`src/rtl/dma_sizer_pkg.sv`:
```
// Package: shared constants, state type and size-code decode for the burst
// sizer. Assumes a doubleword of 8 bytes and a 256-byte split boundary.
package dma_sizer_pkg;

    localparam int unsigned DWORD_LOG = 3;               // 8-byte doubleword
    localparam int unsigned BOUND_LOG = 8;               // 256-byte boundary
    localparam int unsigned MAX_CODE  = 5;               // largest distinct code
    localparam int unsigned SIZE_W    = BOUND_LOG + 1;   // holds 1..256
    localparam int unsigned LOG_W     = 4;               // holds 0..BOUND_LOG

    typedef enum logic [1:0] {
        ST_IDLE  = 2'd0,
        ST_RUN   = 2'd1,
        ST_FAULT = 2'd2
    } sizer_state_e;

    // Decode a size code into log2 of the burst size in bytes (saturating).
    function automatic logic [LOG_W-1:0] code_to_log(input logic [2:0] code);
        if (code > 3'(MAX_CODE))
            return LOG_W'(BOUND_LOG);
        return LOG_W'(code) + LOG_W'(DWORD_LOG);
    endfunction

endpackage

```
`src/rtl/sizer_align.sv`:
```
// Alignment-seeking size selector: picks the largest power-of-two byte count
// that is within the burst size and the remaining count, and that keeps the
// source (and, in dual mode, destination) address naturally aligned.
// Assumes rem is non-zero whenever the result is used.
module sizer_align
    import dma_sizer_pkg::*;
#(
    parameter int unsigned AW = 32,
    parameter int unsigned CW = 24
) (
    input  logic [AW-1:0]     src,
    input  logic [AW-1:0]     dst,
    input  logic [CW-1:0]     rem,
    input  logic [LOG_W-1:0]  blog,
    input  logic              dual,
    output logic [SIZE_W-1:0] bytes
);

    localparam int unsigned NCAND = BOUND_LOG + 1;

    logic [NCAND-1:0] fits;

    // One candidate per power of two from 1 to 256 bytes.
    for (genvar k = 0; k < NCAND; k++) begin : g_cand
        localparam logic [AW-1:0] LOWM = AW'((64'd1 << k) - 64'd1);
        assign fits[k] = (LOG_W'(k) <= blog)
                       && ((rem >> k) != '0)
                       && ((src & LOWM) == '0)
                       && (!dual || ((dst & LOWM) == '0));
    end

    // Pick the highest candidate that fits.
    always_comb begin
        bytes = '0;
        for (int k = 0; k < NCAND; k++) begin
            if (fits[k])
                bytes = SIZE_W'(1) << k;
        end
    end

endmodule

```
`src/rtl/sizer_fixed.sv`:
```
// Fixed-size selector: uses the burst size, but stops at the next 256-byte
// boundary of the source (and destination in dual mode) and never exceeds
// the remaining count. Assumes CW is wider than SIZE_W.
module sizer_fixed
    import dma_sizer_pkg::*;
#(
    parameter int unsigned AW = 32,
    parameter int unsigned CW = 24
) (
    input  logic [AW-1:0]     src,
    input  logic [AW-1:0]     dst,
    input  logic [CW-1:0]     rem,
    input  logic [LOG_W-1:0]  blog,
    input  logic              dual,
    output logic [SIZE_W-1:0] bytes
);

    localparam logic [SIZE_W-1:0] BOUND = SIZE_W'(1) << BOUND_LOG;

    logic [SIZE_W-1:0] burst;
    logic [SIZE_W-1:0] room_src;
    logic [SIZE_W-1:0] room_dst;
    logic [SIZE_W-1:0] room;
    logic [SIZE_W-1:0] cap;
    logic              rem_small;

    // Clip the burst to the tightest boundary, then to the remaining count.
    always_comb begin
        burst     = SIZE_W'(1) << blog;
        room_src  = BOUND - SIZE_W'(src[BOUND_LOG-1:0]);
        room_dst  = BOUND - SIZE_W'(dst[BOUND_LOG-1:0]);
        room      = (dual && (room_dst < room_src)) ? room_dst : room_src;
        cap       = (burst < room) ? burst : room;
        rem_small = ((rem >> SIZE_W) == '0) && (SIZE_W'(rem) < cap);
        bytes     = rem_small ? SIZE_W'(rem) : cap;
    end

endmodule

```
`src/rtl/sizer_check.sv`:
```
// Setup legality check: a dual-address fixed-size transfer needs both
// addresses on doubleword boundaries and a count that is a whole number of
// doublewords. Other setups are always legal.
module sizer_check
    import dma_sizer_pkg::*;
#(
    parameter int unsigned AW = 32,
    parameter int unsigned CW = 24
) (
    input  logic [AW-1:0] src,
    input  logic [AW-1:0] dst,
    input  logic [CW-1:0] count,
    input  logic          fixed,
    input  logic          dual,
    output logic          illegal
);

    logic misaligned;

    // Flag any low doubleword-offset bit in the addresses or count.
    always_comb begin
        misaligned = (src[DWORD_LOG-1:0] != '0)
                   || (dst[DWORD_LOG-1:0] != '0)
                   || (count[DWORD_LOG-1:0] != '0);
        illegal    = fixed && dual && misaligned;
    end

endmodule

```
`src/rtl/dma_burst_sizer.sv`:
```
// Top: loads a transfer on start, offers one sized operation at a time on a
// valid/ready handshake, advances addresses and count on each acceptance,
// pulses done when the count is used up, and holds a sticky error on an
// illegal dual fixed setup. Synchronous active-low reset.
module dma_burst_sizer
    import dma_sizer_pkg::*;
#(
    parameter int unsigned AW = 32,
    parameter int unsigned CW = 24
) (
    input  logic              clk,
    input  logic              rst_n,
    input  logic              start,
    input  logic [AW-1:0]     start_src,
    input  logic [AW-1:0]     start_dst,
    input  logic [CW-1:0]     start_count,
    input  logic [2:0]        size_code,
    input  logic              fixed_mode,
    input  logic              dual_addr,
    output logic              op_valid,
    input  logic              op_ready,
    output logic [SIZE_W-1:0] op_bytes,
    output logic [AW-1:0]     op_src,
    output logic [AW-1:0]     op_dst,
    output logic              done,
    output logic              cfg_err
);

    sizer_state_e     state_q;
    logic [AW-1:0]    src_q;
    logic [AW-1:0]    dst_q;
    logic [CW-1:0]    rem_q;
    logic [LOG_W-1:0] blog_q;
    logic             fixed_q;
    logic             dual_q;
    logic             done_q;

    logic              illegal;
    logic [SIZE_W-1:0] bytes_align;
    logic [SIZE_W-1:0] bytes_fixed;
    logic              accept;
    logic              last;

    sizer_check #(.AW(AW), .CW(CW)) u_check (
        .src     (start_src),
        .dst     (start_dst),
        .count   (start_count),
        .fixed   (fixed_mode),
        .dual    (dual_addr),
        .illegal (illegal)
    );

    sizer_align #(.AW(AW), .CW(CW)) u_align (
        .src   (src_q),
        .dst   (dst_q),
        .rem   (rem_q),
        .blog  (blog_q),
        .dual  (dual_q),
        .bytes (bytes_align)
    );

    sizer_fixed #(.AW(AW), .CW(CW)) u_fixed (
        .src   (src_q),
        .dst   (dst_q),
        .rem   (rem_q),
        .blog  (blog_q),
        .dual  (dual_q),
        .bytes (bytes_fixed)
    );

    // Output selection and handshake decode.
    always_comb begin
        op_valid = (state_q == ST_RUN);
        cfg_err  = (state_q == ST_FAULT);
        op_bytes = fixed_q ? bytes_fixed : bytes_align;
        op_src   = src_q;
        op_dst   = dst_q;
        done     = done_q;
        accept   = op_valid && op_ready;
        last     = (rem_q == CW'(op_bytes));
    end

    // Transfer state: load on start, advance on acceptance, finish or fault.
    always_ff @(posedge clk) begin
        if (!rst_n) begin
            state_q <= ST_IDLE;
            src_q   <= '0;
            dst_q   <= '0;
            rem_q   <= '0;
            blog_q  <= '0;
            fixed_q <= 1'b0;
            dual_q  <= 1'b0;
            done_q  <= 1'b0;
        end else begin
            done_q <= 1'b0;
            if (state_q == ST_RUN) begin
                if (accept) begin
                    src_q <= src_q + AW'(op_bytes);
                    dst_q <= dst_q + AW'(op_bytes);
                    rem_q <= rem_q - CW'(op_bytes);
                    if (last) begin
                        state_q <= ST_IDLE;
                        done_q  <= 1'b1;
                    end
                end
            end else if (start) begin
                src_q   <= start_src;
                dst_q   <= start_dst;
                rem_q   <= start_count;
                blog_q  <= code_to_log(size_code);
                fixed_q <= fixed_mode;
                dual_q  <= dual_addr;
                if (illegal) begin
                    state_q <= ST_FAULT;
                end else if (start_count == '0) begin
                    state_q <= ST_IDLE;
                    done_q  <= 1'b1;
                end else begin
                    state_q <= ST_RUN;
                end
            end
        end
    end

endmodule

```
`config.mk`:
```
export PLATFORM = sky130hd
export DESIGN_NAME = dma_burst_sizer
export DESIGN_NICKNAME = d
export VERILOG_FILES = /design/src/rtl/dma_sizer_pkg.sv /design/src/rtl/sizer_align.sv /design/src/rtl/sizer_fixed.sv /design/src/rtl/sizer_check.sv /design/src/rtl/dma_burst_sizer.sv
export SDC_FILE = /design/constraint.sdc
export NUM_CORES = 1
export LEC_CHECK = 0
export ABC_CLOCK_PERIOD_IN_PS = 11500
export BUFFER_PORTS_ARGS = -buffer_cell sky130_fd_sc_hd__clkbuf_2
export CAP_MARGIN = 20
export CORE_AREA = 2 2 125 127
export DETAILED_ROUTE_END_ITERATION = 10
export DIE_AREA = 0 0 127 129
export PLACE_DENSITY = 0.87
export SYNTH_ARGS = -nofsm -noshare
export SYNTH_HDL_FRONTEND = slang
export SYNTH_SLANG_ARGS = --single-unit
```
`constraint.sdc`:
```
create_clock -name clk -period 11.5 [get_ports clk]
set_input_delay 0 -clock clk [delete_from_list [all_inputs] [get_ports clk]]
set_output_delay 0 -clock clk [all_outputs]
set_load 0.1 [all_outputs]
```
# Word-level counts from Yosys, hierarchy flattened
# Index checks and enable logic that the tools add are counted.
[totals]
reg_bits = 97
inputBits = 97
wordCells = 149
out_inout_bits = 76
[op_classes]
mux = 40
order_cmp = 13
n_eq_ne = 5
n_addsub = 6
bitwise = 1
reduce_logical = 75
shifts = 1
[ops]
columns = ["op", "n"]
rows = [
  ["zero test 32 bit", 16],
  ["nonzero test 24 bit", 9],
  ["two-way mux 32 bit", 6],
  ["two-way mux 9 bit", 12],
  ["two-way mux 24 bit", 3],
  ["adder 32 x 9 -> 32 bit", 2],
  ["zero test 24 bit", 2],
  ["logical AND 1 bit", 30],
  ["< comparator 9 bit", 3],
  ["== test 24 x 9 -> 1 bit", 1],
  ["subtractor 24 x 9 -> 24 bit", 1],
  ["subtractor 9 x 8 -> 9 bit (first input constant)", 2],
  ["less-or-equal comparator 3 x 4 -> 1 bit (first input constant)", 4],
  ["two-way mux 1 bit", 12],
  ["logical OR 1 bit", 10],
  ["two-way mux 2 bit", 5],
  ["nonzero test 3 bit", 3],
  ["left shift 1 x 4 -> 9 bit (first input constant)", 1],
  ["less-or-equal comparator 1 x 4 -> 1 bit (first input constant)", 2],
  ["less-or-equal comparator 2 x 4 -> 1 bit (first input constant)", 2],
  ["two-way mux 4 bit", 2],
  ["adder 3 x 2 -> 4 bit (second input constant)", 1],
  ["less-or-equal comparator 4 bit (first input constant)", 1],
  ["inequality test 2 x 1 -> 1 bit (second input constant)", 2],
  ["8 further kinds", 9],
]

# Depth between registers and ports, before layout
# Gate-level depths: netlist of run 1.
[depth]
word_depth = 17
mapped_depth = 50
ltp_nobuf = 46

# Modules after synthesis
# A second synthesis of run 1 with hierarchy kept.
[unflattened]
cells_unflattened = 1103
hier_area_um2 = 8510.7
[by_module_without_submodules]
columns = ["mod", "area_per_inst_um2", "n_inst", "seq_area_each_um2", "cells_per_inst"]
rows = [
  ["dma_burst_sizer", 6782.8, 1, 1941.9, 873],
  ["sizer_fixed", 1358.8, 1, 0.0, 176],
  ["sizer_align", 344.1, 1, 0.0, 49],
  ["sizer_check", 25.0, 1, 0.0, 5],
]

# Least setup slack after synthesis of run 1
# OpenSTA, ideal clock, no wires.
[synth_timing]
kind = "register to register"
start = "register dst_q[0] (netlist: op_dst[0])"
end = "register dst_q[27] (netlist: op_dst[27])"
setup_time_ns = 0.086
arrival_ns = 12.522
synth_period_minus_slack_ns = 12.608
path_stages_with_launch = 45
path_buffers = 4
setup_slack_ns = -1.108
required_time_ns = 11.414
path_cell_list = "dfxtp_1 > inv_1 > ha_1 > nor3b_1 > ha_1 > ha_1 > o21a_1 > o21a_1 > o21a_1 > o211a_4 > nor2_2 > clkbuf_1 > a21oi_1 > ha_1 > a21o_1 > a21o_1 > a21o_1 > a21o_1 > (+9 left out) > o211ai_1 > nand2_1 > clkbuf_1 > a21oi_1 > o21ai_0 > ha_1 > a21o_1 > a21o_1 > a21o_1 > a21oi_1 > nor2b_1 > o21a_1 > o21ai_0 > nand2b_1 > maj3_1 > buf_4 > a31o_2 > a211oi_1"
[synth_via]
elab_chain_cells = 15
elab_cells_between_ends = 45
classes_between = "add/sub (2); order compare (3); mux (14); reduce/logical (26)"
[synth_lines]
columns = ["item", "line_no", "rtl"]
rows = [
  ["start: declaration", "dma_burst_sizer.sv:31", "logic [AW-1:0] dst_q;"],
  ["start signal: assignment", "dma_burst_sizer.sv:99", "dst_q <= dst_q + AW'(op_bytes);"],
  ["start signal: assignment", "dma_burst_sizer.sv:108", "dst_q <= start_dst;"],
  ["branches (longest 11 deep; another with subtractor 9 x 8 -> 9 bit)", "--", ""],
  ["two-way mux 9 bit (*)", "dma_burst_sizer.sv:75", "op_bytes = fixed_q ? bytes_fixed : bytes_align;"],
  ["net op_bytes[1]", "dma_burst_sizer.sv:22", "output logic [SIZE_W-1:0] op_bytes,"],
  ["adder 32 x 9 -> 32 bit (*)", "dma_burst_sizer.sv:99", ""],
  ["two-way mux 32 bit (*)", "dma_burst_sizer.sv:97", "if (accept) begin"],
  ["two-way mux 32 bit (*)", "dma_burst_sizer.sv:96", "if (state_q == ST_RUN) begin"],
]
# Mark *: on every way through the listed nets, which the timed path passes. The select of a mux whose other input is x is not followed.
# A chain may end at the register's enable or synchronous reset.

# Final worst setup path of run 1
[layout_timing]
start = "register dst_q[0] (netlist: op_dst[0])"
end = "register dst_q[10] (netlist: op_dst[10])"
[layout_via]
elab_chain_cells = 15
elab_cells_between_ends = 45
classes_between = "add/sub (2); order compare (3); mux (14); reduce/logical (26)"
[layout_lines]
columns = ["item", "line_no"]
rows = [
  ["branches (longest 12 deep; another with subtractor 9 x 8 -> 9 bit)", "--"],
  ["adder 32 x 9 -> 32 bit (*)", "dma_burst_sizer.sv:99"],
  ["two-way mux 32 bit (*)", "dma_burst_sizer.sv:97"],
  ["two-way mux 32 bit (*)", "dma_burst_sizer.sv:96"],
]
# Mark *: on every way between the ends. The select of a mux whose other input is x is not followed.

==> flow_summary.toml, run 1 <==
[sta]
fin_crit_sh = 0.925
hold_slack_ns = -0.00785
min_period_ns = 10.64
grt_setup_unrepaired = "false"
hold_viol = 3
setup_tns_ns = 0
setup_viol = 0
maxSlewViolCount = 0
relSlewSlack = 0.290
skew_ns = 0.00964
fmax_mhz = 94.0
tightest_slew_ns = 1.06

[die]
fp.dieW_um = 127
dieArea_um2 = 16400
initial_core_util = 0.548
die_h_um = 129
rows = 45
core_area_um2 = 15000
ioPinCount = 173

[run_status]
status = "finished, violations left"
violations = "negative hold slack"

[routing]
vias_per_cell = 6.64
drtAntennaViolNets = 0
wl_um = 28500
wire_per_inst_um = 19.8
drt_iter0_drc = 717
firstDrtPassIters = 5
drc = 0
via_count = 9536

[logic_synthesis]
async_reset_ff_frac = 0
ys_seq_area_frac = 0.237
ys_types = 83
netlist_instances = 1088
synth_ff_type = "dfxtp_1"
ys_ff_latch = 97
syn_area_um2 = 8210
synth_edf_count = 0
synth.yosys.warnings = 0
syn-num-nets = 1241
avgSynthCellArea_um2 = 7.54

[global_routing]
gr-total-overflow = 0
antenna_found_initial = 0
grt_util_all_layers = 0.340
grt_max_degree = 64
grt_pass1_wl_um = 45100
grt_pass1_vias = 9023

[placed_design]
place_inst = 1390
portBuffers = 172
dp_hpwl_um = 20100
routabilityCongestion = 1.01

[setup_path]
critical_path.max_stage_delay_ns = 0.47
slowest_stage = "a2111oi_1"
cp.required_ns = 11.73
start_kind = "flop"
crit_buf_inv = 1
path_max_fanout = 15
critPathTopFamily = "compound AO/OA/AOI/OAI gates"
path_class = "reg -> reg"
cpMostUsedCell = "a21o_1"
crit_arrival_ns = 10.87
end_kind = "flop"

[worst_hold_path]
hold_class = "in -> reg"

[cts]
htree_levels = 3
clkTransAtPathRegs_ns = 0.07
cts_buffers = 9
root_buffer = "clkbuf_16"
cts_tree = "yes"
cts.sinks = 97
clkLatencyLatePin_ns = 0.35
clk_path_buf_depth = 2

[layout]
fill_cells = 1313
areaGrowthSynthToFinish_pct = 18.2
drive_gt1_frac = 0.188
layout_common_cells = "clkbuf_2 (172), nand2_1 (119), dfxtp_1 (97)"
fin_nets = 1398
post-route-util = 0.648
final_common_cell = "clkbuf_2"
layout.cells.non_filler = 1437

[power_and_ir_drop]
vdd_drop_max_mv = 0.0810
power.density_nw_per_um2 = 145
leakagePower_uw = 0.00428
finalPower_uw = 1410

[flow_run]
drv_cap = 0
-- cell usage after synthesis, types with 23 or more instances --
cell	number	area [um2]
a21oi_1	65	325
and3_1	36	225
nor3_1	25	125
o21ai_0	56	280
nor2_1	85	319
clkbuf_1	51	191
nand2_1	121	454
a21o_1	23	173
a311oi_1	26	228
a211oi_1	34	255
inv_1	47	176
dfxtp_1	97	1940
nand3_1	28	140
ha_1	53	663
-- tightest hold or removal path, delay by kind of cell --
family | cells | cell delay (ns)
buffers and inverters | 1 | 0.08
and+or+nand+nor | 4 | 0.22
-- state kept, by name, summed over array words and instances, names as in the netlist --
| register | flops |
|---|---|
| state_q | 2 |
| blog_q | 4 |
| dual_q | 1 |
| rem_q | 24 |
| done | 1 |
| op_src | 32 |
| op_dst | 32 |
| fixed_q | 1 |
-- layer usage --
| metal | wire [um] | up-vias | global-route usage | share of wire |
|---|---|---|---|---|
| li1 | - | 4440 | - | - |
| met1 | 11300 | 4377 | 0.427 | 0.40 |
| met2 | 13000 | 608 | 0.569 | 0.46 |
| met3 | 2850 | 111 | 0.0590 | 0.10 |
| met4 | 1300 | 0 | 0.165 | 0.046 |
| met5 | 0 | - | 0 | 0 |
-- through the flow --
| stage | setup slack, ns | instance area (um2) | hold slack [ns] |
|---|---|---|---|
| floorplan | 0.205 | 8210 | 0.136 |
| global placement | 1.15 | 9110 | 0.250 |
| detailed placement | 0.748 | 9110 | 0.255 |
| CTS | 0.705 | 9690 | 0.00109 |
| global route | 0.0201 | 9700 | 0.00533 |
| finish | 0.861 | 9700 | -0.00785 |
-- logic make-up (layout without fill, tap and decap cells) --
family	Yosys count	after routing	share of synthesized area
simple gates	423	423	0.261
compound gates	366	366	0.322
buf+inv	115	275	0.0570
flops	97	97	0.237
fa+ha+maj	57	57	0.0893
xor+xnor	20	20	0.0213
mux	10	10	0.0125
other cells	0	1	0
-- power by group --
part	switching, uW	internal [uW]
clock network	135	151
logic	491	213
registers	52.5	368
-- timing repair --
item / CTS / global route
buffers inserted: 0 / 0
hold buffers: 32 / 0
setup endpoints to repair: 0 / 41
hold endpoints to repair: 32 / 0
gates resized for setup: 0 / 3
-- final timing paths --
path / to / from / slack, ns / cells after the start
worst min-delay path: op_src[19] / start_src[19] / -0.008 / 5
worst max register to register: op_dst[10] / op_dst[0] / 0.86 / 44
worst min register to register: state_q[0] / state_q[0] / 0.50 / 2
worst max-delay path: op_dst[10] / op_dst[0] / 0.86 / 44
-- cell type report --
cell class | instances | area (um2) | area share
Antenna cell | 1 | 2.50 | 0.000258
Inverter | 47 | 176 | 0.0182
Sequential cell | 97 | 1940 | 0.200
Multi-Input combinational cell | 876 | 5830 | 0.601
Tap cell | 188 | 235 | 0.0242
Timing Repair Buffer | 214 | 1260 | 0.129
Clock buffer | 12 | 246 | 0.0254
Clock inverter | 2 | 16.3 | 0.00168
(Power assumes the default switching activity.)
==> run 2: changes to the inputs <==
- CTS_CLUSTER_SIZE: not set -> 40
- GPL_TIMING_DRIVEN: not set -> 0
==> flow_summary.toml, run 2 (synthesized netlist as in run 1, its figures left out) <==
[die]
initial_core_util = 0.548
fp.dieW_um = 127
die_h_um = 129
ioPinCount = 173
rows = 45
core_area_um2 = 15000
dieArea_um2 = 16400

[setup_path]
path_max_fanout = 10
crit_arrival_ns = 10.92
r2r-start = "op_src[0]"
cp.required_ns = 11.78
critical_path.max_stage_delay_ns = 0.40
r2r_slack_ns = 0.86
endpoint = "op_dst[28]"
timing.rr.end = "op_dst[28]"
cpMostUsedCell = "a21o_1"
end_kind = "flop"
path_class = "reg -> reg"
cp-startpoint = "op_src[0]"
rr_worst_depth = 48
start_kind = "flop"
slowest_stage = "nor3_1"

[global_routing]
grt_util_all_layers = 0.398
grt_max_degree = 16
grt_pass1_wl_um = 51000
gr-total-overflow = 0
grt_pass1_vias = 9583
antenna_found_initial = 0

[placed_design]
dp_hpwl_um = 24200
routabilityCongestion = 1.06
dpl-instance-area_um2 = 9300
portBuffers = 171
post-place-ws_ns = 0.272

[routing]
drc = 0
via_count = 10237
wl_um = 33100
drtAntennaViolNets = 0
wire_per_inst_um = 22.1
vias_per_cell = 6.82
drt_iter0_drc = 1144
firstDrtPassIters = 8

[cts]
cts.sinks = 97
clk_path_buf_depth = 2
htree_levels = 3
cts_tree = "yes"
clkLatencyLatePin_ns = 0.36
clkTransAtPathRegs_ns = 0.08
root_buffer = "clkbuf_16"
cts_buffers = 9

[worst_hold_path]
whs_path_depth = 3
hold_class = "in -> reg"

[sta]
hold_slack_ns = -0.00584
tightest_slew_ns = 1.02
fin_ws_ns = 0.860
min_period_ns = 10.64
maxSlewViolCount = 0
fmax_mhz = 94.0
skew_ns = 0.0112
grt_setup_unrepaired = "false"
hold_viol = 1
setup_viol = 0
relSlewSlack = 0.315
setup_tns_ns = 0
fin_crit_sh = 0.925

[run_status]
violations = "negative hold slack"
status = "finished, violations left"

[layout]
final_common_cell = "clkbuf_2"
fin_area_um2 = 10100
fill_cells = 1261
post-route-util = 0.672
drive_gt1_frac = 0.182
layout_common_cells = "clkbuf_2 (174), nand2_1 (121), dfxtp_1 (96)"
areaGrowthSynthToFinish_pct = 22.7
fin_nets = 1461
multi_input_area_um2 = 5840
regArea_um2 = 1940

[flow_run]
drv_cap = 0

[power_and_ir_drop]
power.density_nw_per_um2 = 149
leakagePower_uw = 0.00445
vdd_drop_max_mv = 0.117
run 2: changes by cell type in the layout (fill, tap and decap cells not counted), moves of 5 or more:
cell | before | now
clkbuf_1 | 2 | 48
buf_1 | 0 | 6
buf_4 | 10 | 4
dlygate4sd3_1 | 32 | 38
buf_2 | 0 | 5
run 2: worst min-delay path by stage:
stage                        from    endpoint  slack (ns)
floorplan               dual_addr      dual_q        0.14
global placement     start_src[7]   op_src[7]        0.26
global route        start_dst[12]  op_dst[12]        0.01
detailed placement   start_src[7]   op_src[7]        0.27
finish              start_src[25]  op_src[25]      -0.006
CTS                 start_src[30]  op_src[30]      0.0003
run 2: layout make-up:
class | count | share of cell area
repair buffers | 209 | 0.123
multi-input cells | 876 | 0.580
inverters | 47 | 0.0175
flip-flops and latches | 97 | 0.193
diodes | 1 | 0.000248
plain buffers | 68 | 0.0293
well taps | 188 | 0.0234
clock inverters | 4 | 0.00733
clock buffers | 12 | 0.0265
run 2: repair_timing:
action                     CTS  global route
hold endpoints to repair    38             0
buffers inserted             0             0
resized for setup            0            15
hold buffers                38             0
setup endpoints to repair    0            64
run 2: where the power goes:
group	switching (uW)	total, uW	internal, uW
Clock	143	352	209
Combinational	515	735	219
Sequential	51.0	419	368
run 2: per-layer routing:
layer | global-route usage | part of all wire | vias up
met5 | 0 | 0 | -
met4 | 0.239 | 0.070 | 0
met3 | 0.0977 | 0.13 | 207
met2 | 0.635 | 0.43 | 869
met1 | 0.488 | 0.37 | 4605
li1 | - | - | 4556
run 2: metrics by stage:
step / hold WS, ns / cells / power, uW
finish: -0.00584 / 1502 / 1510
global route: 0.0115 / 1501 / 1570
CTS: 0.000334 / 1501 / 1470
detailed placement: 0.265 / 1447 / 1120
global placement: 0.261 / 1447 / 1110
floorplan: 0.136 / 1088 / 949
run 2: critical path, delay by kind of cell, from the launching register on:
kind / cells / cell delay, ns
compound gates: 26 / 5.15
fa+ha+maj: 6 / 1.86
buf+inv: 7 / 1.21
flops: 1 / 0.35
simple gates: 9 / 1.98
